## src/rtl/irq_collector_pkg.sv

```systemverilog
package irq_collector_pkg;
  localparam int unsigned SRC_TMR_A = 0;
  localparam int unsigned SRC_TMR_B = 1;
  localparam int unsigned SRC_ALARM = 2;
  localparam int unsigned SRC_SER   = 3;
  localparam int unsigned SRC_PIN   = 4;
  localparam int unsigned NUM_SRC_DEF = 5;
  localparam int unsigned DATA_W_DEF  = 8;

  typedef enum logic {
    MASK_CLR = 1'b0,
    MASK_SET = 1'b1
  } mask_op_e;
endpackage

```

## src/rtl/irq_mask_reg.sv

```systemverilog
module irq_mask_reg #(
  parameter int unsigned NUM_SRC = 5,
  parameter int unsigned DATA_W  = 8
) (
  input  logic               clk_i,
  input  logic               rst_ni,
  input  logic               wr_i,
  input  logic [DATA_W-1:0]  wr_data_i,
  output logic [NUM_SRC-1:0] mask_o,
  output logic [NUM_SRC-1:0] mask_nxt_o
);
  import irq_collector_pkg::*;

  localparam int unsigned OP_BIT = DATA_W - 1;

  logic [NUM_SRC-1:0] mask_q;
  logic [NUM_SRC-1:0] sel;
  mask_op_e           op;

  assign sel = wr_data_i[NUM_SRC-1:0];
  assign op  = mask_op_e'(wr_data_i[OP_BIT]);

  always_comb begin
    mask_nxt_o = mask_q;
    if (wr_i) begin
      if (op == MASK_SET) mask_nxt_o = mask_q | sel;
      else                mask_nxt_o = mask_q & ~sel;
    end
  end

  always_ff @(posedge clk_i or negedge rst_ni) begin
    if (!rst_ni) mask_q <= '0;
    else         mask_q <= mask_nxt_o;
  end

  assign mask_o = mask_q;
endmodule

```

## src/rtl/irq_flag_reg.sv

```systemverilog
module irq_flag_reg #(
  parameter int unsigned NUM_SRC = 5
) (
  input  logic               clk_i,
  input  logic               rst_ni,
  input  logic [NUM_SRC-1:0] src_i,
  input  logic               rd_i,
  input  logic               mask_wr_i,
  input  logic [NUM_SRC-1:0] mask_nxt_i,
  output logic [NUM_SRC-1:0] flags_o,
  output logic               sum_o
);
  logic [NUM_SRC-1:0] flags_q, flags_nxt;
  logic               sum_q, sum_nxt;
  logic               hit_src, hit_wr;

  // Clear on read first, then merge new pulses so none is lost.
  assign flags_nxt = (rd_i ? '0 : flags_q) | src_i;
  assign hit_src   = |(src_i & mask_nxt_i);
  assign hit_wr    = mask_wr_i & |(flags_nxt & mask_nxt_i);
  assign sum_nxt   = (rd_i ? 1'b0 : sum_q) | hit_src | hit_wr;

  always_ff @(posedge clk_i or negedge rst_ni) begin
    if (!rst_ni) begin
      flags_q <= '0;
      sum_q   <= 1'b0;
    end else begin
      flags_q <= flags_nxt;
      sum_q   <= sum_nxt;
    end
  end

  assign flags_o = flags_q;
  assign sum_o   = sum_q;
endmodule

```

## src/rtl/irq_collector.sv

```systemverilog
module irq_collector #(
  parameter int unsigned NUM_SRC = irq_collector_pkg::NUM_SRC_DEF,
  parameter int unsigned DATA_W  = irq_collector_pkg::DATA_W_DEF
) (
  input  logic               clk_i,
  input  logic               rst_ni,
  input  logic [NUM_SRC-1:0] src_i,
  input  logic               mask_wr_i,
  input  logic [DATA_W-1:0]  wr_data_i,
  input  logic               rd_i,
  output logic [DATA_W-1:0]  rd_data_o,
  output logic               irq_o
);
  localparam int unsigned SUM_BIT = DATA_W - 1;

  logic [NUM_SRC-1:0] mask_q, mask_nxt, flags_q;
  logic               sum_q;

  irq_mask_reg #(.NUM_SRC(NUM_SRC), .DATA_W(DATA_W)) u_mask (
    .clk_i      (clk_i),
    .rst_ni     (rst_ni),
    .wr_i       (mask_wr_i),
    .wr_data_i  (wr_data_i),
    .mask_o     (mask_q),
    .mask_nxt_o (mask_nxt)
  );

  irq_flag_reg #(.NUM_SRC(NUM_SRC)) u_flag (
    .clk_i      (clk_i),
    .rst_ni     (rst_ni),
    .src_i      (src_i),
    .rd_i       (rd_i),
    .mask_wr_i  (mask_wr_i),
    .mask_nxt_i (mask_nxt),
    .flags_o    (flags_q),
    .sum_o      (sum_q)
  );

  always_comb begin
    rd_data_o                = '0;
    rd_data_o[NUM_SRC-1:0]   = flags_q;
    rd_data_o[SUM_BIT]       = sum_q;
  end

  assign irq_o = sum_q;
endmodule

```

## config.mk

```make
export PLATFORM = sky130hd
export DESIGN_NAME = irq_collector
export DESIGN_NICKNAME = d
export VERILOG_FILES = /design/src/rtl/irq_collector_pkg.sv /design/src/rtl/irq_mask_reg.sv /design/src/rtl/irq_flag_reg.sv /design/src/rtl/irq_collector.sv
export SDC_FILE = /design/constraint.sdc
export NUM_CORES = 1
export LEC_CHECK = 0
export ABC_AREA = 1
export BUFFER_PORTS_ARGS = -buffer_cell sky130_fd_sc_hd__buf_4
export CORE_AREA = 2 2 39 41
export DETAILED_ROUTE_END_ITERATION = 10
export DIE_AREA = 0 0 41 43
export PLACE_DENSITY_LB_ADDON = 0.05
export SYNTH_ARGS = -nofsm -noshare
export SYNTH_HDL_FRONTEND = slang
export SYNTH_SLANG_ARGS = --single-unit
```

## constraint.sdc

```tcl
create_clock -name clk_i -period 2.25 [get_ports clk_i]
set_input_delay 0.45 -clock clk_i [delete_from_list [all_inputs] [get_ports clk_i]]
set_output_delay 0.45 -clock clk_i [all_outputs]
set_load 0.02 [all_outputs]
```

# == Yosys cells after proc, flatten, opt, wreduce, memory -nomap -nowiden ==
# Index checks and enable logic that the tools add are counted.
# op_classes
multipliers,0
n_addsub,0
n_eq_ne,0
bitwise,9
n_shift,0
n_reduce_logical,2
magnitude_cmp,0
n_mux,4
div,0
# ops
cell,count
bitwise AND 5 bit,3
2-to-1 mux 5 bit,3
OR 5 bit,2
OR reduction 5 bit,2
NOT 5 bit,1
OR 1 bit,2
bitwise AND 1 bit,1
2-to-1 mux 1 bit,1
# totals
rom_bits,0
out_inout_bits,9
mem_count,0
latch_bits,0
ram_bits,0
register_bits,11

# == Logic depth before layout (Yosys ltp) ==
# logic_depth
depth_word,8
depth_mapped,7
depth_no_buf,7

# == By module ==
# From an unflattened synthesis, not the netlist that was laid out.
# unflattened
cells_unflattened,80
hier_area_um2,586.8
# modules_own_cells
module,n_inst,area_each_um2,cells_per_inst,seq_area_each_um2
irq_flag_reg,1,299.0,39,150.1
irq_mask_reg,1,261.5,37,125.1
irq_collector,1,26.3,4,0.0

# == Worst setup path before layout ==
# OpenSTA, ideal clock, no wires.
# synth_path
path_type,input port to flip-flop
start,input mask_wr_i
end,register u_flag.sum_q (netlist: u_flag.sum_o)
required_time_ns,2.130
cell_stages,7
path_buffers,1
slack_ns,1.157
arrival_ns,0.973
path_cell_list,buf_6 nand2_1 nand2_1 nand3_1 nand2_1 o21bai_2 nand2_1
# synth_via
elab_chain_len,5
word_cells_on_any_way,8
# synth_rtl
element,line,rtl
"start, declared",irq_collector.sv:8,"input logic mask_wr_i,"
2-to-1 mux 5 bit,irq_mask_reg.sv:25,if (wr_i) begin
bitwise AND 5 bit (on tied branches),"irq_flag_reg.sv:19, irq_flag_reg.sv:20",
OR reduction 5 bit (on tied branches),"irq_flag_reg.sv:19, irq_flag_reg.sv:20",
OR 1 bit / bitwise AND 1 bit (equally long branches),"irq_flag_reg.sv:21, irq_flag_reg.sv:20",
OR 1 bit (*),irq_flag_reg.sv:21,assign sum_nxt = (rd_i ? 1'b0 : sum_q) | hit_src | hit_wr;
via u_flag.sum_nxt,irq_flag_reg.sv:14,"logic sum_q, sum_nxt;"
"end signal, assigned",irq_flag_reg.sv:29,sum_q <= sum_nxt;
"end, declared",irq_flag_reg.sv:14,
# Mark *: on every way through the listed nets, which the timed path passes. The rest lies on a longest branch.

# == Worst setup path after layout ==
# layout_path
start,register u_flag.sum_q (netlist: u_flag.sum_o)
end,output irq_o
# layout_lines
element,line,rtl
"end, declared",irq_collector.sv:12,output logic irq_o
# No word-level cell between the ends.

==> summary by stage <==
Run status
The run finished with clean final reports.

Die
In this run the core area contains 14 standard-cell rows. The floorplan step defined a die boundary enclosing 1760 sq um. The floorplan step set the die width to between 40 and 50 um. The number of primary I/O pins is 26. The core region is 1380 sq um. The vertical extent of the die is 43 um. The initial utilization of the core area, before any placement, comes to 0.429.

Place
The number of input and output port buffers inserted is 21. The congestion estimate from routability-driven global placement came to ~0.7. The wire-length estimate of the detail-placed layout is 905 um.

Worst setup path
The kind of capture point of the worst setup path is an output port. The worst endpoint data arrival time is 820 ps. The kind of critical path is reg2out. Together, buffers and inverters on the worst path number 1. Traced cell by cell, the critical path runs through buf_4.

In this run the worst path has a maximum fanout of 3. The number of cells on the critical path is 1. The critical path data required time is 1800 ps.

The slowest stage of the critical path is the dfrtp_1 cell. The worst reg2reg path depth is 6. The kind of cell with the highest combined delay along the critical path is flip-flops.

The startpoint class of the critical path is a flop. The worst stage delay on the critical path is around 390 ps.

STA
Setup violations remaining at the end of the flow were counted as 0. The final-report max-slew violation count was 0. In the final timing run, aggregate negative setup slack is 0 ps. The worst setup skew after layout is 1.62 ps. The share of the clock period used by the worst path is 0.567. Timing would allow up to roughly 780 MHz. The final-report hold violation count came to 0. Setup repair after global routing left no endpoint under its margin.

The post-layout minimum cycle time is 1270 ps.

Synth
After synthesis the netlist holds a flip-flop and latch count of 11. The total standard cell area after synthesis is 593 sq um. In the post-synthesis netlist, the biggest area contributors are dfrtp_1 (46%), nand2_1 (18%), nand3_1 (12%), inv_1 (10%), buf_4 (3.8%). Averaged over all synthesized cells, the footprint is 7.32 sq um.

The share of the Yosys chip area taken by registers is 0.464. The area fraction of the dominant cell type after synthesis is 0.464. During synthesis, Yosys emitted a total of 0 warnings. Synthesis produced a netlist whose cell count is 81. The largest total area in the synthesized netlist belongs to dfrtp_1. The distinct cell type count of the synthesized netlist is 14.

Clocking
The number of CTS-inserted buffers is 3. The buffer cell driving the clock tree root is clkbuf_4. In this run the deepest clock path goes through 2 buffers. Once the clock tree was built, the resizer swapped 0 gates to a different size. After clock tree synthesis, the clock-pin slew on the worst setup and hold paths is 70 ps. The number of clock sinks is 11. The clock tree from TritonCTS is built. For the worst-skew pair, the clock arrives at the later sink with an insertion delay of roughly 270 ps. CTS built an H-tree with a depth of 1.

Power and ir drop
In this run the static leakage power is 0.460 nW. Power comes to ~0.47 mW. The maximum vdd ir drop is 0.000336 V. The power per standard cell area is 607 nW/um^2.

GRT
The global routing stage identified its most utilized layer as met2. The pin count of the biggest net entering global routing is 12. The first global-routing pass estimated 2.06 mm of wire. The total routing resource utilization after global routing is 0.176. For this run, global-route usage on met2 was measured as 0.272. The global-route congestion overflow total is 0. The initial antenna violation count was 0. The via count of the first global-routing pass is 508. The met3 track utilization from global routing is 0.0471. For this run, global-route usage on met1 was measured as 0.217.

Route
Dividing the detail-routed via count by the number of cells gives 4.47. The total wire length after detailed routing is 1.19 mm. The detailed router's first-iteration violation count is 16. The count of nets left with antenna violations once routing finished came out at 0. After detailed routing, the number of remaining DRC violations is 0. The via count is 536. The number of iterations in the first detailed-routing pass is 4. The routed length per placed instance is 9.88 um.

Hold path
The worst hold path passes through 3 cells. The path class of the tightest hold or removal check is in2reg.

Finish
In the final design database the tool counted 122 nets. The repair_antennas step left the layout with diodes totalling 0. The fraction of final layout cells with drive strength greater than 1 is 0.269. The area growth from synthesis to layout is 31.0%.

Job
The total of max-cap violations is 0.
## cells in the mapped netlist, drive strengths merged
library cell,n
buf,4
o21bai,1
conb,1
inv,17
o21ai,1
nand4,1
dfrtp,11
nand3,15
clkinv,1
nor2,1
nand2,28
## metal layers
| metal | up-vias | wire length (um) |
|---|---|---|
| li1 | 284 | - |
| met1 | 235 | 535 |
| met2 | 15 | 571 |
| met3 | 2 | 71 |
| met4 | 0 | 7 |
| met5 | - | 0 |
## path summary, 6_finish.rpt
path	from	to	slack (ps)
setup / recovery	u_flag.sum_o	irq_o	980
hold / removal	src_i[4]	u_flag.flags_o[4]	400
setup reg to reg	u_flag.flags_o[2]	u_flag.sum_o	1300
hold reg to reg	u_flag.flags_o[3]	u_flag.flags_o[3]	500
max in group asynchronous	rst_ni	u_flag.flags_o[0]	1550
min in group asynchronous	rst_ni	u_mask.mask_o[3]	540
## cell usage in the layout, fill, tap and decap left out
master	count
buf_4	21
clkbuf_1	1
clkbuf_4	3
clkinv_2	1
conb_1	2
dfrtp_1	11
dlygate4sd3_1	1
inv_1	16
inv_2	1
nand2_1	28
nand3_1	14
nand3_2	1
nand4_1	1
nor2_1	1
o21ai_1	1
o21bai_2	1
## state kept, by name (all words and copies together), names as in the netlist
signal	cells
u_mask.mask_o	5
u_flag.sum_o	1
u_flag.flags_o	5
## what timing repair did
item	in CTS	in global routing
endpoints found under the hold margin	0	5
hold buffers	0	1
setup buffers	0	0
## cells by family (layout without fill, tap and decap cells)
kind of cell	count (synthesis)	after routing	synth area share
and+or+nand+nor	45	45	0.329
AOI/OAI and AO/OA	2	2	0.0274
other	1	2	0.00632
buffers and inverters	22	44	0.173
DFF	11	11	0.464
## where the power goes
group	total (mW)	internal, mW	switching (mW)
combinational	0.113	0.0489	0.0642
sequential	0.221	0.215	0.00601
clock	0.137	0.0686	0.0686
total	0.472	0.333	0.139
## layout make-up
cell class | instances | area, sq um
multi-input cells | 49 | 219
clock buffers | 4 | 26.3
flip-flops and latches | 11 | 275
fillers | 143 | 607
inverters | 18 | 68.8
well taps | 16 | 20.0
repair buffers | 22 | 168
## through the flow
step / setup slack (ps) / instances / cell area [sq um] / utilization / hold WS [ps]
after floorplan: 1160 / 82 / 597 / - / 154
after global placement: 1010 / 115 / 741 / 0.535 / 294
after detailed placement: 1000 / 115 / 741 / 0.535 / 294
after CTS: 966 / 119 / 767 / 0.554 / 1.60
after global routing: 953 / 120 / 777 / 0.561 / 411
final: 975 / 120 / 777 / 0.561 / 399
(Power assumes the default switching activity.)
